### src/rtl/gpio_lock_pkg.sv
package gpio_lock_pkg;

    localparam int ADDR_W     = 3;
    localparam int NUM_FIELDS = 5;

    typedef enum logic [ADDR_W-1:0] {
        SEL_DOUT  = 3'd0,
        SEL_DIR   = 3'd1,
        SEL_OTYPE = 3'd2,
        SEL_PEN   = 3'd3,
        SEL_PDIR  = 3'd4,
        SEL_LOCK  = 3'd5,
        SEL_DIN   = 3'd6,
        SEL_NONE  = 3'd7
    } gpio_sel_e;

endpackage

### src/rtl/gpio_cfg_bank.sv
module gpio_cfg_bank
    import gpio_lock_pkg::*;
#(
    parameter int PIN_W = 8
) (
    input  logic             clk,
    input  logic             rst_n,
    input  logic             wr_en,
    input  gpio_sel_e        wr_sel,
    input  logic [PIN_W-1:0] wdata,
    output logic [PIN_W-1:0] dout_q,
    output logic [PIN_W-1:0] dir_q,
    output logic [PIN_W-1:0] otype_q,
    output logic [PIN_W-1:0] pen_q,
    output logic [PIN_W-1:0] pdir_q,
    output logic [PIN_W-1:0] lock_q
);

    logic [PIN_W-1:0] field_q [NUM_FIELDS];

    // lock register: write-one-to-set, cleared only by reset
    always_ff @(posedge clk or negedge rst_n) begin
        if (!rst_n) begin
            lock_q <= '0;
        end else if (wr_en && wr_sel == SEL_LOCK) begin
            lock_q <= lock_q | wdata;
        end
    end


    lock_sticky_chk: assert property (@(posedge clk) disable iff (!rst_n)
        ($past(lock_q) & ~lock_q) == '0);

    for (genvar f = 0; f < NUM_FIELDS; f++) begin : g_field
        localparam gpio_sel_e FSEL = gpio_sel_e'(f);
        always_ff @(posedge clk or negedge rst_n) begin
            if (!rst_n) begin
                field_q[f] <= '0;
            end else if (wr_en && wr_sel == FSEL) begin
                field_q[f] <= (field_q[f] & lock_q) | (wdata & ~lock_q);
            end
        end


        locked_frozen_chk: assert property (@(posedge clk) disable iff (!rst_n)
            ((field_q[f] ^ $past(field_q[f])) & $past(lock_q)) == '0);
    end

    assign dout_q  = field_q[0];
    assign dir_q   = field_q[1];
    assign otype_q = field_q[2];
    assign pen_q   = field_q[3];
    assign pdir_q  = field_q[4];

endmodule

### src/rtl/gpio_in_sync.sv
module gpio_in_sync #(
    parameter int PIN_W  = 8,
    parameter int STAGES = 2
) (
    input  logic             clk,
    input  logic             rst_n,
    input  logic [PIN_W-1:0] async_in,
    output logic [PIN_W-1:0] sync_out
);

    logic [PIN_W-1:0] stage_q [STAGES];

    always_ff @(posedge clk or negedge rst_n) begin
        if (!rst_n) begin
            stage_q[0] <= '0;
        end else begin
            stage_q[0] <= async_in;
        end
    end

    for (genvar s = 1; s < STAGES; s++) begin : g_stage
        always_ff @(posedge clk or negedge rst_n) begin
            if (!rst_n) begin
                stage_q[s] <= '0;
            end else begin
                stage_q[s] <= stage_q[s-1];
            end
        end
    end

    assign sync_out = stage_q[STAGES-1];

endmodule

### src/rtl/gpio_pad_ctrl.sv
module gpio_pad_ctrl #(
    parameter int PIN_W = 8
) (
    input  logic             clk,
    input  logic             rst_n,
    input  logic [PIN_W-1:0] dout,
    input  logic [PIN_W-1:0] dir,
    input  logic [PIN_W-1:0] otype,
    input  logic [PIN_W-1:0] pen,
    input  logic [PIN_W-1:0] pdir,
    output logic [PIN_W-1:0] pad_out,
    output logic [PIN_W-1:0] pad_oe,
    output logic [PIN_W-1:0] pad_pu,
    output logic [PIN_W-1:0] pad_pd
);

    for (genvar i = 0; i < PIN_W; i++) begin : g_pin
        always_comb begin
            if (otype[i]) begin
                pad_out[i] = 1'b0;
                pad_oe[i]  = dir[i] & ~dout[i];
            end else begin
                pad_out[i] = dout[i];
                pad_oe[i]  = dir[i];
            end
            pad_pu[i] = pen[i] & ~pdir[i];
            pad_pd[i] = pen[i] & pdir[i];
        end


        od_no_high_chk: assert property (@(posedge clk) disable iff (!rst_n)
            otype[i] |-> !pad_out[i]);


        pull_excl_chk: assert property (@(posedge clk) disable iff (!rst_n)
            !(pad_pu[i] && pad_pd[i]));


        oe_needs_dir_chk: assert property (@(posedge clk) disable iff (!rst_n)
            pad_oe[i] |-> dir[i]);
    end

endmodule

### src/rtl/gpio_lock_port.sv
module gpio_lock_port
    import gpio_lock_pkg::*;
#(
    parameter int PIN_W       = 8,
    parameter int SYNC_STAGES = 2
) (
    input  logic              clk,
    input  logic              rst_n,
    input  logic              wr_en,
    input  logic [ADDR_W-1:0] addr,
    input  logic [PIN_W-1:0]  wdata,
    output logic [PIN_W-1:0]  rdata,
    input  logic [PIN_W-1:0]  pad_in,
    output logic [PIN_W-1:0]  pad_out,
    output logic [PIN_W-1:0]  pad_oe,
    output logic [PIN_W-1:0]  pad_pu,
    output logic [PIN_W-1:0]  pad_pd
);

    gpio_sel_e        sel;
    logic [PIN_W-1:0] dout_q, dir_q, otype_q, pen_q, pdir_q, lock_q;
    logic [PIN_W-1:0] din_sync;

    assign sel = gpio_sel_e'(addr);

    gpio_cfg_bank #(.PIN_W(PIN_W)) u_cfg (
        .clk     (clk),
        .rst_n   (rst_n),
        .wr_en   (wr_en),
        .wr_sel  (sel),
        .wdata   (wdata),
        .dout_q  (dout_q),
        .dir_q   (dir_q),
        .otype_q (otype_q),
        .pen_q   (pen_q),
        .pdir_q  (pdir_q),
        .lock_q  (lock_q)
    );

    gpio_in_sync #(.PIN_W(PIN_W), .STAGES(SYNC_STAGES)) u_sync (
        .clk      (clk),
        .rst_n    (rst_n),
        .async_in (pad_in),
        .sync_out (din_sync)
    );

    gpio_pad_ctrl #(.PIN_W(PIN_W)) u_pad (
        .clk     (clk),
        .rst_n   (rst_n),
        .dout    (dout_q),
        .dir     (dir_q),
        .otype   (otype_q),
        .pen     (pen_q),
        .pdir    (pdir_q),
        .pad_out (pad_out),
        .pad_oe  (pad_oe),
        .pad_pu  (pad_pu),
        .pad_pd  (pad_pd)
    );

    always_comb begin
        unique case (sel)
            SEL_DOUT:  rdata = dout_q;
            SEL_DIR:   rdata = dir_q;
            SEL_OTYPE: rdata = otype_q;
            SEL_PEN:   rdata = pen_q;
            SEL_PDIR:  rdata = pdir_q;
            SEL_LOCK:  rdata = lock_q;
            SEL_DIN:   rdata = din_sync;
            SEL_NONE:  rdata = '0;
        endcase
    end


    unmapped_write_chk: assert property (@(posedge clk) disable iff (!rst_n)
        (wr_en && (sel == SEL_DIN || sel == SEL_NONE)) |=>
            $stable(pad_oe) && $stable(pad_out) && $stable(pad_pu) && $stable(pad_pd));

endmodule

### config.mk
export PLATFORM = sky130hd
export DESIGN_NAME = gpio_lock_port
export DESIGN_NICKNAME = d
export VERILOG_FILES = /design/src/rtl/gpio_lock_pkg.sv /design/src/rtl/gpio_cfg_bank.sv /design/src/rtl/gpio_in_sync.sv /design/src/rtl/gpio_pad_ctrl.sv /design/src/rtl/gpio_lock_port.sv
export SDC_FILE = /design/constraint.sdc
export NUM_CORES = 1
export LEC_CHECK = 0
export BUFFER_PORTS_ARGS = -buffer_cell sky130_fd_sc_hd__buf_2
export CORE_MARGIN = 1.5
export CORE_UTILIZATION = 25
export CTS_CLUSTER_DIAMETER = 150
export DETAILED_ROUTE_END_ITERATION = 12
export GPL_ROUTABILITY_DRIVEN = 1
export PLACE_DENSITY = 0.4
export SLEW_MARGIN = 20
export SYNTH_ARGS = -nofsm -noshare
export SYNTH_HDL_FRONTEND = slang
export SYNTH_SLANG_ARGS = --single-unit
### constraint.sdc
create_clock -name clk -period 1.55 [get_ports clk]
set_input_delay 0.155 -clock clk [delete_from_list [all_inputs] [get_ports clk]]
set_output_delay 0.155 -clock clk [all_outputs]
set_load 0.05 [all_outputs]
* Yosys cells after proc, flatten, opt, wreduce, memory -nomap -nowiden
Index checks and enable logic that the tools add are counted.
** Operators by class
- Equality and inequality tests :: 7
- Multiplexer cells :: 17
- Bitwise operators :: 53
- Reductions and logical operators :: 7
** Operators with widths (count)
- 8-bit case mux with 8 select lines :: 1
- 8-bit bitwise AND :: 6
- 8-bit OR :: 6
- 1-bit bitwise AND :: 24
- 1-bit two-way mux :: 16
- 1-bit NOT :: 16
- 3-bit equality test (second input constant) :: 4
- 8-bit NOT :: 1
- 3-bit by 2-bit equality test with 1-bit output (second input constant) :: 2
- 1-bit logical AND :: 6
- 3-bit by 1-bit equality test with 1-bit output (second input constant) :: 1
- 3-bit zero test :: 1
** Storage, ports and cells
- Flip-flop bits (word level) :: 64
- Output and inout bits :: 40
- Word-level logic and storage cells :: 92

* Depth between registers and ports, before layout
Gate-level depths: netlist (run 1).
- Word-level depth :: 3
- Depth in mapped cells :: 6
- Depth with buffers taken out :: 3

* By module
A second synthesis (run 1) with hierarchy kept.
** Second synthesis, totals
- Cell total of the unflattened synthesis :: 271
- Area, all modules :: 3160.5 um^2
** By module, submodules not included
- gpio_cfg_bank :: times used 1, cells each 147, area an instance 1966.9 um^2, sequential area each 1201.2 um^2
- gpio_lock_port :: times used 1, cells each 68, area an instance 523.0 um^2, sequential area each 0.0 um^2
- gpio_in_sync :: times used 1, cells each 24, area an instance 460.4 um^2, sequential area each 400.4 um^2
- gpio_pad_ctrl :: times used 1, cells each 32, area an instance 210.2 um^2, sequential area each 0.0 um^2

* Worst setup path after synthesis (run 1)
OpenSTA, ideal clock, no wires.
- Kind :: in2out
- Start point :: input addr[1]
- End point :: output rdata[3]
- Arrival time :: 1700 ps
- Required time :: 1395 ps
- Path slack :: -305 ps
- Stages on the path :: 6
- Path buffers :: 3
- Cell sequence :: buf_6 > buf_2 > buf_4 > mux2i_1 > a22o_1 > a31oi_1
** Between the ends
- Cells in the longest elaborated chain, start to end :: 2
** RTL lines
- start: declaration :: line gpio_lock_port.sv:10 : input logic [ADDR_W-1:0] addr,
- 3-bit equality test (tied with other cells) :: line gpio_lock_port.sv:62 : unique case (sel)
- 8-bit case mux with 8 select lines (*) :: line gpio_lock_port.sv:62
- end: declaration :: line gpio_lock_port.sv:12 : output logic [PIN_W-1:0] rdata,
Every way passes the cells marked *; elsewhere a longest branch is shown, timed or not.

==> results of run 1 <==
==> synth_stat cells, drive strengths merged, types with 3 or more instances <==
master / instances
o32a: 3
mux2i: 9
clkbuf: 5
and2: 8
a21boi: 8
dfrtp: 64
nor2b: 18
a221oi: 3
nor2: 44
nand4bb: 3
o21ai: 3
a21o: 8
nand4b: 4
buf: 8
nand2: 5
mux2: 41
nand2b: 4
a32o: 3
inv: 4
==> cell type report <==
class                           instances  area, um2
Inverter                                4      15.01
Clock buffer                           13      260.3
Sequential cell                        64       1604
Fill cell                            1251       7622
Tap cell                              168      210.2
Timing Repair Buffer                  120      833.3
Clock inverter                          3      40.04
Multi-Input combinational cell        183       1476
==> worst max-delay path: cells and delay by family, from the launching register on <==
kind                   cells  cell delay [ns]
AO/OA/AOI/OAI              1             0.20
buffers and inverters      1             0.15
flip-flops                 1             0.39
multiplexers               1             0.45
==> routing by layer <==
layer  vias to the layer above  GRT usage, %
li1                       1173             -
met1                      1183         19.20
met2                        60         20.96
met3                        10         4.817
met4                         0         3.750
met5                         -             0
==> path summary, 6_finish.rpt <==
check	end	slack [ns]	cells after the start
setup / recovery	rdata[0]	-0.13	3
setup reg to reg	flip-flop	0.37	3
hold / removal	u_cfg.lock_q[6]$_DFFE_PN0P_	0.11	2
max in group asynchronous	u_cfg.lock_q[5]$_DFFE_PN0P_	0.87	3
hold reg to reg	u_sync.sync_out[5]$_DFF_PN0_	0.35	0
min in group asynchronous	asynchronous set/reset pin	0.38	3
==> power breakdown <==
group          internal, mW  switching, mW  leakage, nW  total (mW)
Sequential             2.12          0.351        0.753        2.47
Combinational          1.22           1.99         1.10        3.20
Clock                  1.33          0.707        0.150        2.03
==> cells by family after synthesis <==
family | share of synthesized area, %
AO/OA/AOI/OAI | 9.783
buffers and inverters | 2.858
flip-flops | 51.53
multiplexers | 19.20
AND/OR/NAND/NOR | 16.63
==> what timing repair did <==
| action | in CTS | in global routing |
|---|---|---|
| pin swaps | 9 | 8 |
| setup buffers | 17 | 4 |
| hold buffers | 9 | 0 |
| hold endpoints to repair | 72 | 0 |
| endpoints found under the setup margin | 8 | 8 |
| gates resized for setup | 25 | 1 |
==> metrics by stage <==
step	setup WS (ns)	utilization, %	std cells
after floorplan	-0.03834	-	264
after global placement	-0.02708	31.58	509
after detailed placement	-0.05644	31.58	509
after CTS	-0.1380	36.50	551
after global routing	-0.1758	36.81	555
final	-0.1324	36.81	555
==> results.txt, run 1 <==
- Status: finished with violations
* Failing checks: negative setup slack
- Worst Hold Launch: wdata[6]
- The die is around 110 um wide.
* Peak supply drop: just under 0.8 mV
* Post-Route Hold Slack: 0.1052 ns
- DR DRC count: 0
* Leftover overflow at the end of global routing: 0
* Buffers on Ports: 61
* Average via count per standard cell: between 4 and 5
- For the worst-skew pair, the clock arrives at the later sink with an insertion delay of about 0.33 ns.
- Final antenna diode count: 0
- Setup violations remaining at the end of the flow were counted as 6.
- TritonCTS built the clock tree.
* Reg-to-reg critical path startpoint: u_cfg.lock_q[0]$_DFFE_PN0P_
- CP Data Arrival Time: 1.53 ns
* Max H-tree Level: 3
- Area grow syn2layout: 42.83%
- Proportion of synthesized flip-flops having asynchronous set or reset: 100.0%
- Nature of the critical path startpoint: flip-flop
* Detailed-router iteration count before antenna repair: 4
- Number of pins with negative max-slew slack in the final report: 0
- Fraction of synthesized cell area taken by the top area cell type: between 50% and 60%
- The synthesized design contains 0 enable-type register cells.
- The mapped netlist covers around 3100 um2.
- TritonCTS buffer count: 9
* Drt first-iter violations: a little over 90
* Warnings, synthesis: 0
- Largest driver fanout on the critical path: 2
- Post-layout minimum cycle time: about 1.7 ns
- The net count of the finished layout is a little over 400.
* Count of endpoints failing hold in the final timing report: 0
* Top Metal Used: met4
- Commonest register cell after synthesis: dfrtp_1
* Number of clock sinks seen by CTS: 64
- Post-detailed-route wirelength per cell: approximately 16 um
* Register bit count reported by yosys: between 60 and 70
* Clock tree buffer depth: 2
- The detailed router placed 2426 vias in this run.
- Relative slew slack: between 70% and 80%
* Die Span Y: between 100 and 150 um
- After floorplanning, the core was divided into 40 placement rows.
- The design draws 7.705 mW.
- Aggregate routed wire length: a little under 9000 um
* Kind of path behind the tightest hold check: in2reg
- After layout, the worst path uses 108.5% of the clock period.
- Traced cell by cell, the critical path runs through mux4_2, o21a_1, buf_6.
* Clock-pin slew on the worst setup and hold paths: 0.05 ns
* Cell types occupying the most area after synthesis: dfrtp_1 (52%), mux2_2 (11%), nor2_1 (4.3%)
- M1 WL: approximately 4200 um
* Instance area after placement: approximately 3800 um2
* Mean instance size in the synthesized netlist: around 12 um2
* Worst-path cell with the longest stage delay: mux4_2
* Non-Filler Cell Area, Final: ~4400 um2
* Initial Util: about a quarter
- Most common library cell in the layout ignoring fill and taps: dfrtp_1
- First-pass GRT wire length: about 14000 um
* Amount of wire on met3 after detailed routing: around 410 um
- The via count of the first global-routing pass was 2450.
- Summed over all cells, the static leakage comes to 2.005 nW.
* Top library cells by usage in the layout, fill and taps aside: dfrtp_1 (62), buf_2 (53), buf_4 (49)
- Antenna violations before repair: 0
- Die Area: ~13000 um2
* Root buffer cell: clkbuf_16
- Worst path required time: 1.39 ns
* Peak per-stage delay on the critical path: roughly 0.45 ns
- Between clock sinks in the finished design, the worst skew comes to about 0.0066 ns.
- In this run the power density over the cells is between 1500 and 2000 nW/um2.
- Boundary Pins: 62
- Max-cap violations in this run came to 0.
- The largest total area in the synthesized netlist belongs to dfrtp_1.
- STA classifies the critical path endpoint as an output pin.
- Share of cells above drive strength 1: 45.74%
- Worst setup slack after layout: -0.1324 ns
* Area of the core: approximately 12000 um2
* Setup TNS: -0.5159 ns
* Synthesized net count: 286
- Maximum number of pins on one net before global-route repair: 65
* Total Routing Usage GR: 13.99%
- At the end of routability-driven placement, the weighted congestion stood at between 0.7 and 0.8.
* Half-perimeter wire length after placement: around 6100 um
- Transition at the pin with the smallest max-transition slack: about 0.37 ns
- Sequential-to-total area share from yosys stat: approximately 52%
* Upper clock frequency limit: 594.4 MHz
- After synthesis, the netlist uses 38 different library cells.
* Post-route antenna net violation count: 0
- The critical path is of the reg2out type.
* Unrepaired setup endpoints after global routing: yes
- Number of cells produced by synthesis: 264
- Detailed-routed wire length on met2: 3919 um
(Power assumes the default switching activity.)
==> run 2: changes to the inputs <==
CORE_UTILIZATION = 30   (was 25)
PLACE_DENSITY = 0.46   (was 0.4)
==> run 2 against run 1 <==
Net effect: the flow still finishes with violations (negative setup slack); largest power group unchanged; non-clock buffer count rose by 1; clock power down 42%; clock skew decreased by 0.0020 ns.
==> results.txt, run 2 (synthesized netlist as in run 1, its figures left out) <==
- The via count of the first global-routing pass came to ~2500.
* Peak per-stage delay on the critical path: 0.47 ns
- Setup TNS: -0.5164 ns
* Count of max-cap constraint violations: 0
* CP Data Arrival Time: 1.56 ns
- Instance count after placement with tap cells included: approximately 470
- Relative slew slack: between 70% and 80%
* Ratio of total power to cell area: roughly 1600 nW/um2
* Count of endpoints failing hold in the final timing report: 0
- Transition at the pin with the smallest max-transition slack: 0.3641 ns
- In the final layout, the share of cells above drive strength 1 is 45.99%.
- Failing checks: negative setup slack
- STA classifies the critical path startpoint as a flip-flop.
- Routability-driven placement finished with a final weighted congestion of between 0.7 and 0.8.
* DR DRC count: 0
* Cell-by-cell trace of the critical path: mux4_2, o21a_1, buf_6
- Post-route clock skew: 0.004606 ns
- In this run the number of H-tree levels came out at 3.
- Number of rows created at floorplan: 36
- Insertion delay to the later sink of the worst-skew pair: 0.34 ns
- Pre-CTS setup slack: -0.01282 ns
- Status: finished with violations
- Setup slack on the critical path of the routed design comes to -0.1643 ns.
- Entering global routing, the biggest net connects 65 pins.
- Post-route antenna net violation count: 0
- Counting both buffers and inverters, the worst setup path holds a total of 1.
* Non-Filler Instances: 520
- Final core occ: a little over two fifths
* Largest driver fanout on the critical path: 3
- Number of pins with negative max-slew slack in the final report: 0
- The worst setup path is captured at an output pin.
- Initial Util: between 30% and 40%
- The die is ~100 um wide.
* Final setup vio count: 6
* Upper clock frequency limit: about 600 MHz
- Subtracting the final worst setup slack from the clock period gives between 1.5 and 2 ns.
- TritonCTS built the clock tree.
- between 60 and 70 I/O pins were placed.
- The initial antenna violation count was 0.
- Most common library cell in the layout ignoring fill and taps: dfrtp_1
- The number of clock buffers added by TritonCTS is 9.
* Worst Hold Launch: wdata[5]
- For this design, the slowest cell found on the critical path is mux4_2.
* Die Area: around 11000 um2
* Die Span Y: approximately 100 um
- Drt first-iter violations: 78
* Unrepaired setup endpoints after global routing: yes
- No sink is reached through more buffers than the 2 on the longest clock path.
- Filler Cells Inserted: 1000
* Total Nets Final: about 410
* Fraction of power consumed by combinational cells: 47.2%
* Sequential Power Share: a little over a third
- Cell type group with the largest total delay on the critical path: multiplexers
- Reg-to-reg critical path startpoint: u_cfg.lock_q[5]$_DFFE_PN0P_
* Root buffer cell: clkbuf_8
- Average via count per standard cell: approximately 4.7
- After clock tree synthesis, the clock-pin slew on the worst setup and hold paths is about 0.07 ns.
* Area of the core: ~9900 um2
- In the global route stage, overall resource usage came out at 15.79%.
- Before antenna repair, the detailed router went through 4 iterations.
- The internal power of the cells totals 3.930 mW.
- Crit share post-route: 110.6%
- The tightest min-delay check is of the in2reg type.
- Global routing finished with a remaining overflow of 0.
* Leakage: 1.957 nW
- First-pass GRT wire length: ~13000 um
- Start-to-end type of the worst setup path: reg2out
- The final layout contains routed wiring with a total length of around 8200 um.
* Switching pwr: 2.950 mW
* Post-detailed-route wirelength per cell: 15.82 um
- For the worst setup path, the data required time is 1.39 ns.
- Clock group share of total power: 17.2%
- Number of clock sinks seen by CTS: between 60 and 70
* Buffers on Ports: 61
* Post-Route Hold Slack: between 0.09 and 0.1 ns
- Share of total power consumed by net switching: approximately 43%
- Detailed-route via count: between 2000 and 2500
* Half-perimeter wire length after placement: 5589 um
- Top library cells by usage in the layout, fill and taps aside: dfrtp_1 (62), buf_2 (52), buf_4 (48)
- From synthesis to final layout, the design area changed by 38.16%.
* Peak supply drop: roughly 0.65 mV
- Final antenna diode count: 0
==> run 2: cell count changes in the layout (fill, tap and decap cells not counted), sizes merged <==
cell / before / now
bufinv: 1 / 0
clkbuf: 13 / 12
clkinv: 2 / 3
clkinvlp: 0 / 1
==> run 2: metal layers <==
| layer | vias to the layer above | wire length, um | track usage [%] |
|---|---|---|---|
| met1 | 1218 | 3816 | 20.80 |
| met3 | 12 | 394 | 5.053 |
| li1 | 1163 | - | - |
| met5 | - | 0 | 0 |
| met4 | 0 | 84 | 4.599 |
| met2 | 55 | 3929 | 24.79 |
==> run 2: worst reg2reg max path: stages (launching register included) <==
cell and delay [ns]:
dfrtp_2 0.41, buf_4 0.16, nor2_1 0.11, mux2_2 0.33
==> run 2: final cells by class <==
class                      count  area (um2)  share of cell area, %
multi-input combinational    183        1486                  34.62
clock buffer                  11       131.4                  3.059
sequential                    64        1604                  37.35
timing repair buffer         121       868.3                  20.22
inverter                       4       15.01                 0.3497
tap                          133       166.4                  3.875
clock inverter                 4       22.52                 0.5245
==> run 2: path summary, 6_finish.rpt <==
path | end | slack (ns) | cells past startpoint
max | rdata[0] | -0.16 | 3
min | u_cfg.lock_q[5]$_DFFE_PN0P_ | 0.09 | 2
max reg2reg | flip-flop | 0.42 | 3
min reg2reg | u_sync.sync_out[7]$_DFF_PN0_ | 0.35 | 0
max in group asynchronous | u_cfg.lock_q[3]$_DFFE_PN0P_ | 0.88 | 3
min in group asynchronous | asynchronous set/reset pin | 0.34 | 3
==> run 2: per-stage QoR <==
| stage | power (mW) | instance area [um2] |
|---|---|---|
| floorplan | 4.592 | 3137 |
| global placement | 5.290 | 3790 |
| detailed placement | 5.317 | 3790 |
| CTS | 6.914 | 4263 |
| global route | 7.280 | 4294 |
| finish | 6.881 | 4294 |
==> run 2: power by group through the flow <==
stage	sequential, mW	clock (mW)	combinational (mW)
floorplan	2.44	0	2.15
global placement	2.57	0	2.72
detailed placement	2.58	0	2.74
CTS	2.45	1.23	3.23
global route	2.51	1.32	3.45
finish	2.45	1.18	3.25
==> run 2: timing repair <==
item,4_1_cts,5_1_grt
hold buffers,9,0
pin swaps,10,3
gates resized for setup,24,5
endpoints found under the setup margin,8,9
endpoints found under the hold margin,72,0
setup buffers,20,2
==> run 3: changes to the inputs <==
PLACE_DENSITY = 0.52   (was 0.46)
==> run 3 against run 2 <==
Net effect: the run still ends with negative setup slack left; highest routed layer unchanged; wire length decreased by 1.9%; critical path type unchanged; register-to-register slack got worse by 0.02 ns; clock-buffer cell count increased by 1; largest power group unchanged; clock power increased by 29%; setup slack improved by 0.012 ns; non-clock buffer count increased by 8; global-route usage decreased by 0.48 points; first-iteration DRC count decreased by 7.7%; sequential power about the same; sequential share of layout area decreased by 1.1 points; worst hold slack got worse by 0.0023 ns.
==> results.txt, run 3 (synthesized netlist as in run 1, its figures left out) <==
- Status: finished with violations
- The final reports fail on negative setup slack.
- Drt first-iter violations: between 70 and 80
* Number of rows created at floorplan: 36
- Aggregate routed wire length: ~8100 um
- Setup violations remaining at the end of the flow were counted as 7.
- TritonCTS built the clock tree.
- For this block, the via count after detailed routing is 2447.
- Crit share post-route: 109.8%
* TritonCTS buffer count: 9
- VDD sags by at most a little under 0.9 mV.
- Clock tree synthesis found a total of 64 sinks.
- In the routed layout, each cell is associated on average with a via count of ~4.6.
- Number of global-route vias before repair: between 2000 and 2500
- Count of endpoints failing hold in the final timing report: 0
* Sequential Power Share: 33.4%
* Post-route clock skew: 0.008792 ns
* Final core occ: roughly 45%
* Upper clock frequency limit: a little under 600 MHz
* Instance count after placement with tap cells included: 475
- The worst setup path is launched from a flip-flop.
* Transition at the pin with the smallest max-transition slack: 0.3547 ns
- Timing analysis after detailed placement gives a worst setup slack of -0.01932 ns.
* First-pass GRT wire length: between 10000 and 15000 um
- 62 I/O pins were placed.
* Start-to-end type of the worst setup path: reg2out
- Most common library cell in the layout ignoring fill and taps: dfrtp_1
- For the final routed database, the setup TNS stands at -0.6252 ns.
- Unrepaired setup endpoints after global routing: yes
- Detailed-routed wire length on met2: roughly 3800 um
- The worst pin sits at a relative slew slack of roughly 76%.
- Filler Cells Inserted: 1000
- For this block, wires on met1 add up to about 3800 um.
- Root buffer cell: clkbuf_8
- STA classifies the critical path endpoint as an output pin.
* Post-route antenna net violation count: 0
* Top library cells by usage in the layout, fill and taps aside: dfrtp_1 (62), buf_4 (56), buf_2 (51)
* Buffers on Ports: about 60
* Ratio of total power to cell area: 1652 nW/um2
- Area grow syn2layout: 42.55%
- Count of max-cap constraint violations: 0
- In this run the worst path has a maximum fanout of 4.
* Leftover overflow at the end of global routing: 0
* Non-Filler Instances: 530
- Number of pins with negative max-slew slack in the final report: 0
- Switching pwr: between 3 and 4 mW
- Entering global routing, the biggest net connects 65 pins.
* Kind of path behind the tightest hold check: in2reg
- Per report_power, the combinational group accounts for 45.8% of the total.
* Clock-pin slew on the worst setup and hold paths: roughly 0.08 ns
* Amount of wire on met3 after detailed routing: between 300 and 400 um
* Clock tree buffer depth: 2
- Max H-tree Level: 3
- In this run the standard cell core region covers slightly below 10000 um2.
- Total Nets Final: around 410
- Of the cells placed in the final design, the portion with a size suffix greater than 1 is around 48%.
- Detailed-router iteration count before antenna repair: 4
- Overall power: roughly 7.3 mW
- The share of total power dissipated in the clock network is about a fifth.
- After detailed routing, the average wire length per cell comes to ~15 um.
- Antenna violations before repair: 1
- Net switching is between 40 and 50% of the power.
* Post-Route Hold Slack: 0.08826 ns
- Once routing completed, OpenROAD measured the worst setup slack at -0.1526 ns.
- Half-perimeter wire length after placement: roughly 5400 um
- After detailed placement, the total cell area comes to between 3000 and 4000 um2.
- Total Routing Usage GR: around 15%
- CP Data Arrival Time: between 1.5 and 2 ns
* Internal power: roughly 4.3 mW
* Initial Util: a little under a third
- Insertion delay to the later sink of the worst-skew pair: around 0.35 ns
* Die Area: 10980 um2
- The highest layer touched by signal routing is met4.
- Routability-driven placement finished with a final weighted congestion of 0.7096.
* Non-Filler Cell Area, Final: 4431 um2
- For the worst setup path, the data required time is approximately 1.4 ns.
* DR DRC count: 0
* Leakage: about 2.0 nW
- Width of the die: 104.8 um
- For the finished layout, the period the worst path requires is 1.703 ns.
- The die is about 100 um tall.
run 3: cell count changes in the layout (fill, tap and decap cells not counted), sizes merged:
cell	change
buf	+8
bufinv	+1
clkbuf	+1
clkinv	-1
diode	+1
run 3: routing by layer:
| layer | vias up | track usage, % |
|---|---|---|
| met5 | - | 0 |
| met3 | 10 | 4.492 |
| met1 | 1198 | 19.85 |
| met2 | 50 | 23.81 |
| met4 | 0 | 6.360 |
| li1 | 1189 | - |
run 3: critical path, stage by stage (launching register included):
cell	delay (ns)
dfrtp_1	0.40
mux4_2	0.45
o21a_1	0.20
buf_6	0.16
run 3: timing repair:
item,CTS,global route
endpoints found under the hold margin,72,0
endpoints found under the setup margin,8,8
buffers inserted,18,11
pin swaps,6,7
hold buffers,9,0
resized for setup,22,8
run 3: worst paths after layout:
kind / start / end / slack (ns) / depth (start not counted)
worst max-delay path: flip-flop / rdata[0] / -0.15 / 3
worst min-delay path: wdata[3] / u_cfg.lock_q[3]$_DFFE_PN0P_ / 0.09 / 2
worst max register to register: u_cfg.lock_q[0]$_DFFE_PN0P_ / flip-flop / 0.40 / 3
worst min register to register: u_sync.stage_q[12]$_DFF_PN0_ / u_sync.sync_out[4]$_DFF_PN0_ / 0.34 / 0
max in group asynchronous: rst_n / u_cfg.lock_q[5]$_DFFE_PN0P_ / 0.91 / 3
min in group asynchronous: rst_n / asynchronous set/reset pin / 0.32 / 3
run 3: power by group through the flow:
stage          Clock [mW]  Sequential (mW)  Combinational (mW)
2_1_floorplan           0             2.44                2.15
3_3_place_gp            0             2.55                2.74
3_5_place_dp            0             2.56                2.76
4_1_cts              1.58             2.45                3.18
5_1_grt              1.65             2.51                3.56
6_report             1.52             2.45                3.35
run 3: final cells by class:
class	instances	area, um2	share of cell area, %
multi-input combinational	183	1483	33.47
tap	133	166.4	3.756
inverter	4	15.01	0.3389
clock buffer	12	165.2	3.728
clock inverter	4	51.30	1.158
antenna	1	2.502	0.05648
timing repair buffer	129	943.4	21.29
sequential	64	1604	36.20
